File: src/rtl/qenc_pkg.sv
package qenc_pkg;

   // Position of an {A,B} pair along the forward (A leads) sequence.
   function automatic logic [1:0] phase_of(input logic [1:0] ab);
      case (ab)
         2'b00:   phase_of = 2'd0;
         2'b10:   phase_of = 2'd1;
         2'b11:   phase_of = 2'd2;
         default: phase_of = 2'd3;
      endcase
   endfunction

   typedef enum logic [1:0] {
      IDX_IDLE = 2'd0,
      IDX_WAIT = 2'd1
   } idx_state_e;

endpackage

File: src/rtl/qenc_input_cond.sv
module qenc_input_cond #(
   parameter int FILT_LEN = 3
) (
   input  logic clk,
   input  logic rst_n,
   input  logic raw_in,
   output logic clean_out
);
   localparam int CW = (FILT_LEN > 1) ? $clog2(FILT_LEN) : 1;

   logic       sync_q1, sync_q2;
   logic [CW-1:0] run_cnt;

   generate
      if (FILT_LEN < 1) begin : g_bad_len
         $error("FILT_LEN must be at least 1");
      end
   endgenerate

   always_ff @(posedge clk or negedge rst_n) begin
      if (!rst_n) begin
         sync_q1 <= 1'b0;
         sync_q2 <= 1'b0;
      end else begin
         sync_q1 <= raw_in;
         sync_q2 <= sync_q1;
      end
   end

   always_ff @(posedge clk or negedge rst_n) begin
      if (!rst_n) begin
         run_cnt   <= '0;
         clean_out <= 1'b0;
      end else if (sync_q2 != clean_out) begin
         if (run_cnt == CW'(FILT_LEN - 1)) begin
            clean_out <= sync_q2;
            run_cnt   <= '0;
         end else begin
            run_cnt <= run_cnt + CW'(1);
         end
      end else begin
         run_cnt <= '0;
      end
   end
endmodule

File: src/rtl/qenc_step_decode.sv
module qenc_step_decode
   import qenc_pkg::*;
(
   input  logic       clk,
   input  logic       rst_n,
   input  logic [1:0] ab_clean,
   output logic       step_up,
   output logic       step_dn
);
   logic [1:0] ab_prev;
   logic [1:0] ph_now, ph_old;

   always_ff @(posedge clk or negedge rst_n) begin
      if (!rst_n) ab_prev <= 2'b00;
      else        ab_prev <= ab_clean;
   end

   always_comb begin
      ph_now  = phase_of(ab_clean);
      ph_old  = phase_of(ab_prev);
      step_up = (ph_now == ph_old + 2'd1);
      step_dn = (ph_old == ph_now + 2'd1);
   end
endmodule

File: src/rtl/qenc_index_qual.sv
module qenc_index_qual
   import qenc_pkg::*;
#(
   parameter int IDX_CONFIRM = 4
) (
   input  logic clk,
   input  logic rst_n,
   input  logic idx_raw,
   output logic idx_valid
);
   localparam int TW = $clog2(IDX_CONFIRM + 1);

   logic          s1, s2, s3;
   logic [TW-1:0] hold_tmr;
   idx_state_e    st;

   generate
      if (IDX_CONFIRM < 1) begin : g_bad_confirm
         $error("IDX_CONFIRM must be at least 1");
      end
   endgenerate

   always_ff @(posedge clk or negedge rst_n) begin
      if (!rst_n) begin
         s1 <= 1'b0;
         s2 <= 1'b0;
         s3 <= 1'b0;
      end else begin
         s1 <= idx_raw;
         s2 <= s1;
         s3 <= s2;
      end
   end

   always_ff @(posedge clk or negedge rst_n) begin
      if (!rst_n) begin
         st        <= IDX_IDLE;
         hold_tmr  <= '0;
         idx_valid <= 1'b0;
      end else begin
         idx_valid <= 1'b0;
         case (st)
            IDX_IDLE: begin
               if (s2 && !s3) begin
                  st       <= IDX_WAIT;
                  hold_tmr <= TW'(IDX_CONFIRM);
               end
            end
            default: begin
               if (hold_tmr == TW'(1)) begin
                  st        <= IDX_IDLE;
                  idx_valid <= s2;
               end
               hold_tmr <= hold_tmr - TW'(1);
            end
         endcase
      end
   end
endmodule

File: src/rtl/qenc_index_tracker.sv
module qenc_index_tracker #(
   parameter int CNT_W       = 16,
   parameter int BAD_W       = 3,
   parameter int BAD_LIMIT   = 5,
   parameter int WIN_DIV     = 20,
   parameter int FILT_LEN    = 3,
   parameter int IDX_CONFIRM = 4
) (
   input  logic             clk,
   input  logic             rst_n,
   input  logic             enc_a,
   input  logic             enc_b,
   input  logic             enc_idx,
   input  logic [CNT_W-1:0] rev_counts,
   output logic [CNT_W-1:0] pos_count,
   output logic             idx_locked,
   output logic [BAD_W-1:0] bad_idx_count
);
   localparam logic [BAD_W-1:0] BAD_MAX = {BAD_W{1'b1}};

   generate
      if (BAD_LIMIT + 1 > (1 << BAD_W) - 1) begin : g_bad_w
         $error("BAD_W too narrow for BAD_LIMIT");
      end
      if (WIN_DIV < 1) begin : g_bad_div
         $error("WIN_DIV must be positive");
      end
   endgenerate

   logic [1:0] raw_ab, clean_ab;
   logic       step_up, step_dn, idx_valid;

   assign raw_ab = {enc_a, enc_b};

   genvar g;
   generate
      for (g = 0; g < 2; g++) begin : g_phase
         qenc_input_cond #(.FILT_LEN(FILT_LEN)) u_cond (
            .clk       (clk),
            .rst_n     (rst_n),
            .raw_in    (raw_ab[g]),
            .clean_out (clean_ab[g])
         );
      end
   endgenerate

   qenc_step_decode u_dec (
      .clk      (clk),
      .rst_n    (rst_n),
      .ab_clean (clean_ab),
      .step_up  (step_up),
      .step_dn  (step_dn)
   );

   qenc_index_qual #(.IDX_CONFIRM(IDX_CONFIRM)) u_idx (
      .clk       (clk),
      .rst_n     (rst_n),
      .idx_raw   (enc_idx),
      .idx_valid (idx_valid)
   );

   logic [CNT_W-1:0] band;
   logic             in_band;
   logic [BAD_W-1:0] bad_next;
   logic [CNT_W-1:0] top_val;

   always_comb begin
      band     = rev_counts / CNT_W'(WIN_DIV);
      in_band  = (pos_count > rev_counts - band) || (pos_count < band);
      bad_next = (bad_idx_count == BAD_MAX) ? BAD_MAX : bad_idx_count + BAD_W'(1);
      top_val  = rev_counts - CNT_W'(1);
   end

   always_ff @(posedge clk or negedge rst_n) begin
      if (!rst_n) begin
         pos_count     <= '0;
         idx_locked    <= 1'b0;
         bad_idx_count <= '0;
      end else if (idx_valid) begin
         if (!idx_locked || in_band) begin
            pos_count     <= '0;
            idx_locked    <= 1'b1;
            bad_idx_count <= '0;
         end else begin
            bad_idx_count <= bad_next;
            if (bad_next > BAD_W'(BAD_LIMIT)) idx_locked <= 1'b0;
         end
      end else if (step_up) begin
         pos_count <= (pos_count >= top_val) ? '0 : pos_count + CNT_W'(1);
      end else if (step_dn) begin
         pos_count <= (pos_count == '0 || pos_count > top_val) ? top_val
                                                               : pos_count - CNT_W'(1);
      end
   end
endmodule

File: config.mk
export PLATFORM = sky130hd
export DESIGN_NAME = qenc_index_tracker
export DESIGN_NICKNAME = d
export VERILOG_FILES = /design/src/rtl/qenc_pkg.sv /design/src/rtl/qenc_input_cond.sv /design/src/rtl/qenc_step_decode.sv /design/src/rtl/qenc_index_qual.sv /design/src/rtl/qenc_index_tracker.sv
export SDC_FILE = /design/constraint.sdc
export NUM_CORES = 1
export LEC_CHECK = 0
export BUFFER_PORTS_ARGS = -buffer_cell sky130_fd_sc_hd__buf_2
export CORE_MARGIN = 4
export CORE_UTILIZATION = 50
export DETAILED_ROUTE_END_ITERATION = 7
export PLACE_DENSITY = 0.68
export SLEW_MARGIN = 20
export SYNTH_ARGS = -nofsm -noshare
export SYNTH_HDL_FRONTEND = slang
export SYNTH_HIERARCHICAL = 1
export SYNTH_SLANG_ARGS = --single-unit
export TNS_END_PERCENT = 1
File: constraint.sdc
create_clock -name clk -period 4.19 [get_ports clk]
set_input_delay 0.6285 -clock clk [delete_from_list [all_inputs] [get_ports clk]]
set_output_delay 0.6285 -clock clk [all_outputs]
set_load 0.005 [all_outputs]
# Word level (Yosys, flattened, before mapping)
# Cells that the tools add are included.
word_totals:
  regBits: 41
  out_inout_bits: 20
  word_cells: 89
op_classes:
  addsub: 10
  div_mod_pow: 1
  order_cmp: 5
  eq_ne: 14
  n_mux: 23
  n_reduce_logical: 18
op_table:
  columns: ["op", "n"]
  rows:
  - ["16-bit two-way mux", 6]
  - ["16-bit greater-than comparator", 2]
  - ["16-bit by 1-bit subtractor with 16-bit output (second input constant)", 2]
  - ["16-bit by 1-bit adder with 16-bit output (second input constant)", 1]
  - ["16-bit by 5-bit divider with 16-bit output (second input constant)", 1]
  - ["16-bit greater-or-equal comparator", 1]
  - ["16-bit zero test", 1]
  - ["16-bit less-than comparator", 1]
  - ["16-bit subtractor", 1]
  - ["2-bit two-way mux", 7]
  - ["2-bit == test (second input constant)", 6]
  - ["3-bit two-way mux", 4]
  - ["2-bit one-hot mux with 3 select lines", 2]
  - ["2-bit AND reduction", 5]
  - ["2-bit by 1-bit adder with 2-bit output (second input constant)", 4]
  - ["2-bit zero test", 3]
  - ["2-bit == test", 2]
  - ["1-bit two-way mux", 4]
  - ["2-bit nonzero test", 2]
  - ["3-bit by 1-bit adder with 3-bit output (second input constant)", 1]
  - ["3-bit by 1-bit == test with 1-bit output (second input constant)", 1]
  - ["3-bit == test (second input constant)", 1]
  - ["3-bit greater-than comparator (second input constant)", 1]
  - ["1-bit logical OR", 3]
  - ["7 further kinds", 9]

# Depth between registers and ports, before layout
# Gate-level depths: netlist of run 1.
depth:
  ltp_word: 7
  depth_mapped: 43
  depth_no_buf: 38

# By module
# The synthesis of run 1 kept the hierarchy.
modules_own_cells:
  columns: ["mod", "instances", "cells_each", "area_per_inst_um2"]
  rows:
  - ["qenc_index_tracker", 1, 700, 5156.2]
  - ["qenc_input_cond", 2, 10, 175.2]
  - ["qenc_index_qual", 1, 26, 321.6]
  - ["qenc_step_decode", 1, 15, 151.4]

# Least setup slack after synthesis of run 1
# Ideal clock, no wire load.
synth_path:
  kind: "input port to flip-flop"
  start: "in rev_counts[14]"
  end: "reg idx_locked"
  arrival_time_ns: 8.051
  setup_slack_ns: -3.979
  path_stages: 41
  path_buffers: 3
  path_cell_list: "buf_4 buf_6 nor4b_1 a21oi_1 o311ai_2 nand2_2 a2111oi_4 nor4_2 o32ai_1 a211oi_2 or2_2 o211ai_1 nor2_1 maj3_1 nand2_1 o211a_1 ha_1 nor2b_1 [... 5 more ...] a21oi_1 o21ai_0 a21oi_1 o21ai_0 nand2b_1 a211oi_1 xnor2_1 ha_1 nand4_1 nor2_1 o21ai_0 a21oi_1 a2111oi_0 o21ai_0 a311oi_2 nor3_2 buf_6 a21o_1"
synth_between:
  elab_chain_len: 7
  word_cells_on_any_way: 9
synth_lines:
  columns: ["element", "line", "source"]
  rows:
  - ["from (decl)", "qenc_index_tracker.sv:14", "input logic [CNT_W-1:0] rev_counts,"]
  - ["16-bit by 5-bit divider with 16-bit output", "qenc_index_tracker.sv:68", "band = rev_counts / CNT_W'(WIN_DIV);"]
  - ["16-bit subtractor", "qenc_index_tracker.sv:69", "in_band = (pos_count > rev_counts - band) || (pos_count < band);"]
  - ["16-bit greater-than comparator", "qenc_index_tracker.sv:69", null]
  - ["1-bit logical OR (*)", "qenc_index_tracker.sv:69", null]
  - ["1-bit logical OR (*)", "qenc_index_tracker.sv:80", "if (!idx_locked || in_band) begin"]
  - ["2-bit nonzero test (no source line)", null, null]
  - ["2-bit AND reduction (no source line)", null, null]
  - ["to (signal assigned)", "qenc_index_tracker.sv:77", "idx_locked <= 1'b0;"]
  - ["to (signal assigned)", "qenc_index_tracker.sv:82", "idx_locked <= 1'b1;"]
  - ["to (signal assigned)", "qenc_index_tracker.sv:86", "if (bad_next > BAD_W'(BAD_LIMIT)) idx_locked <= 1'b0;"]
  - ["to (decl)", "qenc_index_tracker.sv:16", "output logic idx_locked,"]
# Mark *: on every way between the ends. The rest lies on a longest branch, timed or not.
# A chain may end at the register's enable or synchronous reset.

# Final worst setup path of run 1
layout_path:
  start: "in rev_counts[12]"
  end: "reg pos_count[4]"
layout_between:
  elab_chain_len: 7
  word_cells_on_any_way: 17
layout_lines:
  columns: ["element", "line", "source"]
  rows:
  - ["16-bit by 5-bit divider with 16-bit output / 16-bit by 1-bit subtractor with 16-bit output (equally long branches)", "qenc_index_tracker.sv:68, qenc_index_tracker.sv:71", null]
  - ["16-bit subtractor / 16-bit greater-than comparator (equally long branches)", "qenc_index_tracker.sv:69, qenc_index_tracker.sv:91", null]
  - ["16-bit greater-than comparator / 1-bit logical OR (equally long branches)", "qenc_index_tracker.sv:69, qenc_index_tracker.sv:91", null]
  - ["1-bit logical OR / 16-bit two-way mux (equally long branches)", "qenc_index_tracker.sv:69, qenc_index_tracker.sv:91", null]
  - ["1-bit logical OR / 16-bit two-way mux (equally long branches)", "qenc_index_tracker.sv:80, qenc_index_tracker.sv:90", null]
  - ["2-bit != test (no source line) / 16-bit two-way mux (equally long branches)", null, null]
  - ["2-bit AND reduction (no source line) / 16-bit two-way mux (equally long branches)", null, null]
  - ["to (signal assigned)", "qenc_index_tracker.sv:89", "pos_count <= (pos_count >= top_val) ? '0 : pos_count + CNT_W'(1);"]
  - ["to (signal assigned)", "qenc_index_tracker.sv:91", "pos_count <= (pos_count == '0 || pos_count > top_val) ? top_val"]
  - ["to (decl)", "qenc_index_tracker.sv:15", "output logic [CNT_W-1:0] pos_count,"]
# Several ways; a longest one is shown, not always the timed one. The select of a mux whose other input is x is not followed.

==> results.json, run 1 <==
{
  "status": "complete, but fails checks",
  "violations": "negative setup slack",
  "r2r_slack_ns": 0.76,
  "nets": 1061,
  "hold_start": "g_phase[1].u_cond/sync_q1",
  "synth.avg_cell_area_um2": 7.857,
  "initial_core_util_pct": 51.70,
  "cts_htree_levels": 2,
  "critPathBufInv": 9,
  "finalHoldViolCount": 0,
  "holdBufCountCts": 0,
  "slowest_stage": "or4_4",
  "grt-ovfl-total": 0,
  "die_y_um": 117.4,
  "ys_seq_elements": 40,
  "layout_min_cycle_time_ns": 7.814,
  "end_kind": "flip-flop",
  "peakVddDrop_mv": 0.9005,
  "routed_wl_um": 19440,
  "crit_end": "pos_count[4]",
  "cp_data_arrival_time_ns": 8.03,
  "fin_skew_ns": 0.002494,
  "ys_warn_count": 6,
  "leakagePower_nw": 3.821,
  "r2r_start": "pos_count[0]",
  "rr_worst_depth": 17,
  "dieArea_um2": 13770,
  "layout_common_cells": "buf_4, ha_1, nand2_1",
  "layout_setup_ws_ns": -3.624,
  "tritoncts": "yes",
  "hold_path.class": "flip-flop to flip-flop",
  "whs_ns": 0.3464,
  "cp.depth": 45,
  "slew_violations": 0,
  "drt_iter0_markers": 652,
  "insertion_delay_ns": 0.29,
  "async_flop_share_pct": 100.0,
  "cts_buffer_depth": 2,
  "row_count": 39,
  "ant_nets": 0,
  "critPathLaunch": "rev_counts[12]",
  "cp.required_ns": 4.41,
  "grt_max_degree": 41,
  "grt_pass1_wl_um": 31920,
  "path_class": "input port to flip-flop",
  "setup_viol_count_final": 20,
  "worstMarginPinSlew_ns": 0.9048,
  "gr-usage-all-layers_pct": 27.16,
  "route.detailed.drc": 0,
  "routabilityCongestion": 0.9406,
  "drv_cap": 0,
  "synth_nets": 851,
  "syn_to_final_growth_pct": 39.99,
  "drtPass1Iterations": 5,
  "cts-root-buf": "clkbuf_16",
  "syn_area_um2": 5979,
  "ios": 41,
  "slew_headroom_pct": 39.68,
  "clock.fmax_mhz": 128.0,
  "r2r-end": "pos_count[7]",
  "numCtsBuffers": 5,
  "start_kind": "input port",
  "total_power_mw": 4.960,
  "powerDensity_nw_per_um2": 592.6,
  "portBuffers": 40,
  "viasPerCell": 6.024,
  "routedWlPerCell_um": 17.43,
  "cp_top_family": "compound AO/OA/AOI/OAI gates",
  "synth-edff-count": 0,
  "dp_hpwl_um": 14460,
  "cts_sinks": 40,
  "final_common_cell": "buf_4",
  "synth_flop_cell": "dfrtp_1",
  "cpPeakStageDelay_ns": 0.59,
  "crit_fanout": 12,
  "vias": 6717,
  "grt_setup_unrepaired": "true",
  "post-route-period-util_pct": 186.5,
  "diodes": 0,
  "core-area_um2": 11560,
  "grt_antenna_before_repair": 0,
  "clk_pin_slew_ns": 0.06,
  "die_w_um": 117.4,
  "synth_cell_type_count": 84,
  "grt_pass1_vias": 6697,
  "syn_inst": 761,
  "seq_area_frac_synth_pct": 16.74,
  "drive_above_1_share_pct": 37.45
}
==> layer usage <==
layer / vias up / track usage, % / wire length, µm
li1: 3237 / - / -
met1: 3196 / 35.59 / 8513
met2: 240 / 47.43 / 9649
met3: 44 / 2.262 / 847
met4: 0 / 8.724 / 429
met5: - / 0 / 0
==> area by class of cell <==
cell class / count / area, µm²
Inverter: 45 / 171.4
Clock buffer: 6 / 138.9
Sequential cell: 40 / 1001
Multi-Input combinational cell: 636 / 5076
Timing Repair Buffer: 243 / 1789
Clock inverter: 2 / 15.01
Fill cell: 879 / 3194
Tap cell: 143 / 178.9
==> where the power goes <==
group | switching (mW) | internal (mW)
Clock | 0.155 | 0.237
Combinational | 2.05 | 1.76
Sequential | 0.225 | 0.538
Total | 2.43 | 2.53
==> state kept, by name (all words and copies together), names as in the netlist, 2 cells and up <==
signal                    count
u_dec/ab_prev                 2
g_phase.u_cond/run_cnt        4
u_idx/hold_tmr                3
g_phase.u_cond/clean_out      2
g_phase.u_cond/sync_q1        2
pos_count                    16
g_phase.u_cond/sync_q2        2
bad_idx_count                 3
==> how the worst min path moves through the flow <==
stage	endpoint	slack (ns)	cells after the start
5_1_grt	g_phase[1].u_cond/sync_q2	0.35	0
3_3_place_gp	g_phase[1].u_cond/sync_q2	0.33	0
3_5_place_dp	g_phase[1].u_cond/sync_q2	0.33	0
4_1_cts	g_phase[1].u_cond/sync_q2	0.35	0
2_1_floorplan	bad_idx_count[0]	0.33	0
6_report	g_phase[1].u_cond/sync_q2	0.35	0
==> metrics by stage <==
stage          instance area (µm²)  cells  utilization, %  TNS (ns)  setup WS (ns)
6_report                      8371   1115           72.38    -69.32         -3.624
5_1_grt                       8371   1115           72.38    -78.61         -4.071
4_1_cts                       8058   1103           69.67    -68.87         -3.599
3_5_place_dp                  7599   1084           65.70    -85.76         -4.562
3_3_place_gp                  7599   1084           65.70    -81.15         -4.249
2_1_floorplan                 6036    761               -    -63.21         -3.295
==> kinds of logic after synthesis <==
family	Yosys count	synth area share, %
flops	40	16.74
xor+xnor	58	8.496
mux	23	4.248
simple gates	282	25.61
fa+ha+maj	70	14.73
buf+inv	86	6.131
compound gates	202	24.04
==> Yosys cell counts (5+ instances only) <==
| cell | n | area, µm² |
|---|---|---|
| ha_1 | 68 | 850.8 |
| nand2_1 | 66 | 247.7 |
| o21ai_0 | 47 | 235.2 |
| nor2_1 | 44 | 165.2 |
| dfrtp_1 | 40 | 1001 |
| inv_1 | 40 | 150.1 |
| a21oi_1 | 38 | 190.2 |
| xnor2_1 | 37 | 324.1 |
| nor3_1 | 32 | 160.2 |
| nand3_1 | 25 | 125.1 |
| clkbuf_1 | 21 | 78.83 |
| xor2_1 | 21 | 183.9 |
| nand2b_1 | 20 | 125.1 |
| nand4_1 | 14 | 87.58 |
| nor2b_1 | 13 | 81.33 |
| o21a_1 | 13 | 97.59 |
| buf_2 | 12 | 60.06 |
| mux2i_1 | 12 | 120.1 |
| nor4_1 | 12 | 75.07 |
| a21o_1 | 11 | 82.58 |
| o211ai_1 | 11 | 82.58 |
| and3_1 | 8 | 50.05 |
| mux2_2 | 8 | 90.09 |
| o2bb2ai_1 | 8 | 70.07 |
| a211oi_1 | 6 | 45.04 |
| nor3b_1 | 6 | 45.04 |
| nor4bb_1 | 6 | 60.06 |
| o22ai_1 | 6 | 37.54 |
| a22oi_1 | 5 | 37.54 |
| o32ai_1 | 5 | 43.79 |
==> timing repair <==
action,CTS,global route
gates cloned,1,0
pin swaps,38,49
setup endpoints to repair,20,20
resized for setup,53,49
buffers inserted,10,12
(Power assumes the default switching activity.)
==> run 2: changes to the inputs <==
--- a/config.mk
+++ b/config.mk
@@ -6,10 +6,11 @@
 export NUM_CORES = 1
 export LEC_CHECK = 0
 export BUFFER_PORTS_ARGS = -buffer_cell sky130_fd_sc_hd__buf_2
-export CORE_MARGIN = 4
+export CORE_MARGIN = 3
 export CORE_UTILIZATION = 50
 export DETAILED_ROUTE_END_ITERATION = 7
 export PLACE_DENSITY = 0.68
+export REMOVE_ABC_BUFFERS = 1
 export SLEW_MARGIN = 20
 export SYNTH_ARGS = -nofsm -noshare
 export SYNTH_HDL_FRONTEND = slang
==> run 2 against run 1 <==
  * The flow still finishes with violations (negative setup slack)
  * Critical path depth did not move
  * Flip-flop and latch count unchanged
  * Count of clock-buffer cells in the layout unchanged
  * Clock skew is 0.0091 ns higher
  * Sequential power is 10% lower
  * Setup slack lost 0.22 ns
  * Highest routed layer unchanged
  * Die area fell by 3.4%
==> results.json, run 2 (synthesis results as in run 1) <==
{
  "status": "complete, but fails checks",
  "violations": "negative setup slack",
  "diodes": 0,
  "slowest_stage": "or4_4",
  "cts_buffer_depth": 2,
  "routed_wl_um": 19800,
  "holdBufCountCts": 0,
  "grt_setup_unrepaired": "true",
  "setup_viol_count_final": 20,
  "die_y_um": 115.4,
  "layout_min_cycle_time_ns": 8.037,
  "path_class": "input port to flip-flop",
  "dieArea_um2": 13310,
  "cp_top_family": "compound AO/OA/AOI/OAI gates",
  "nets": 1073,
  "cp.depth": 45,
  "viasPerCell": 5.933,
  "nFillCells": 907,
  "gr-usage-all-layers_pct": 30.04,
  "cts_htree_levels": 2,
  "insertion_delay_ns": 0.29,
  "ios": 41,
  "grt_antenna_before_repair": 0,
  "grt_pass1_wl_um": 32830,
  "worstMarginPinSlew_ns": 0.9052,
  "crit_fanout": 11,
  "top_register": "pos_count",
  "syn_to_final_growth_pct": 39.38,
  "grt_pass1_vias": 6885,
  "reg_top3": "pos_count: 16 flops, g_phase.u_cond/run_cnt: 4 flops",
  "peakVddDrop_mv": 0.6262,
  "row_count": 39,
  "dp_hpwl_um": 14780,
  "whs_ns": 0.3489,
  "initial_core_util_pct": 51.70,
  "dp_slack_ns": -5.183,
  "drv_cap": 0,
  "die_w_um": 115.4,
  "final_common_cell": "buf_4",
  "cp.required_ns": 4.37,
  "post-route-period-util_pct": 191.8,
  "finalHoldViolCount": 0,
  "slew_violations": 0,
  "powerDensity_nw_per_um2": 607.4,
  "largest_reg_flops": 16,
  "numCtsBuffers": 5,
  "portBuffers": 40,
  "path_common_cell": "a21oi_2",
  "start_kind": "input port",
  "total_power_mw": 5.062,
  "seq_area_um2": 1001,
  "cts_sinks": 40,
  "clk_pin_slew_ns": 0.06,
  "drtPass1Iterations": 8,
  "layout_setup_ws_ns": -3.847,
  "ant_nets": 0,
  "critPathBufInv": 10,
  "fin_skew_ns": 0.01160,
  "multi_input_area_um2": 4938,
  "cts-root-buf": "clkbuf_16",
  "rr_worst_depth": 17,
  "end_kind": "flip-flop",
  "core-area_um2": 11560,
  "vias": 6687,
  "route.detailed.drc": 0,
  "whs_path_depth": 0,
  "grt_max_degree": 41,
  "clock.fmax_mhz": 124.4,
  "layout_common_cells": "buf_4, ha_1, nand2_1",
  "cp_data_arrival_time_ns": 8.22,
  "cpPeakStageDelay_ns": 0.55,
  "drt_iter0_markers": 509,
  "hold_path.class": "flip-flop to flip-flop",
  "tritoncts": "yes",
  "leakagePower_nw": 3.867,
  "drive_above_1_share_pct": 36.48,
  "routabilityCongestion": 0.9073,
  "grt-ovfl-total": 0,
  "slew_headroom_pct": 39.66,
  "routedWlPerCell_um": 17.57
}
[run 2: cell types whose count changed in the layout (fill, tap and decap cells not counted), moves of 2 or more]
cell,before,now
a32oi_4,2,0
o21ai_0,29,25
mux2i_1,10,12
buf_6,4,8
a211oi_2,2,4
nor4bb_1,3,5
clkinvlp_4,2,0
a211oi_4,2,0
buf_12,3,1
buf_4,201,210
o21ai_1,10,17
o21ai_2,11,7
[run 2: layer usage]
metal / GRT usage [%] / vias to the layer above / share of wire, %
li1: - / 3258 / -
met1: 37.98 / 3148 / 42
met2: 54.17 / 230 / 50
met3: 2.053 / 51 / 4.6
met4: 9.781 / 0 / 2.9
met5: 0 / - / 0
[run 2: stage by stage]
| step | TNS [ns] | instances | util, % | instance area, µm² |
|---|---|---|---|---|
| final | -74.45 | 1127 | 72.07 | 8334 |
| after global routing | -83.05 | 1127 | 72.07 | 8334 |
| after CTS | -67.28 | 1121 | 71.05 | 8217 |
| after detailed placement | -98.05 | 1090 | 65.47 | 7571 |
| after global placement | -91.98 | 1090 | 65.47 | 7571 |
| after floorplan | -76.19 | 720 | - | 5784 |
[run 2: final cells by class]
| type | instances | area share (%) |
|---|---|---|
| multi-input combinational | 636 | 59.26 |
| timing repair buffer | 255 | 22.40 |
| sequential | 40 | 12.01 |
| tap | 143 | 2.147 |
| inverter | 45 | 2.057 |
| clock buffer | 6 | 1.666 |
| clock inverter | 2 | 0.4654 |
[run 2: final timing paths]
path / start / to / slack [ns]
max reg2reg: pos_count[1] / pos_count[7] / 0.49
max in group asynchronous: rst_n / g_phase[0].u_cond/sync_q2 / 3.15
max: rev_counts[14] / idx_locked / -3.85
min: u_idx/s1 / u_idx/s2 / 0.35
min in group asynchronous: rst_n / u_idx/s3 / 0.47
min reg2reg: u_idx/s1 / u_idx/s2 / 0.35
[run 2: where the power goes]
part	switching [mW]	total (mW)	internal, mW
registers	0.148	0.687	0.539
logic	2.11	3.92	1.81
clock network	0.159	0.457	0.298
[run 2: what timing repair did]
item                       4_1_cts  5_1_grt
gates resized for setup         85       18
pin swaps                       38       20
buffers inserted                22        6
setup endpoints to repair       20       20
cloned                           1        0
[run 2: worst register-to-register path: cells and delay by family (launching register included)]
kind / cells / cell delay (ns)
AOI/OAI and AO/OA: 11 / 1.95
and+or+nand+nor: 2 / 0.25
adders and majority gates: 1 / 0.31
muxes: 1 / 0.34
DFF: 1 / 0.41
buffers and inverters: 2 / 0.37
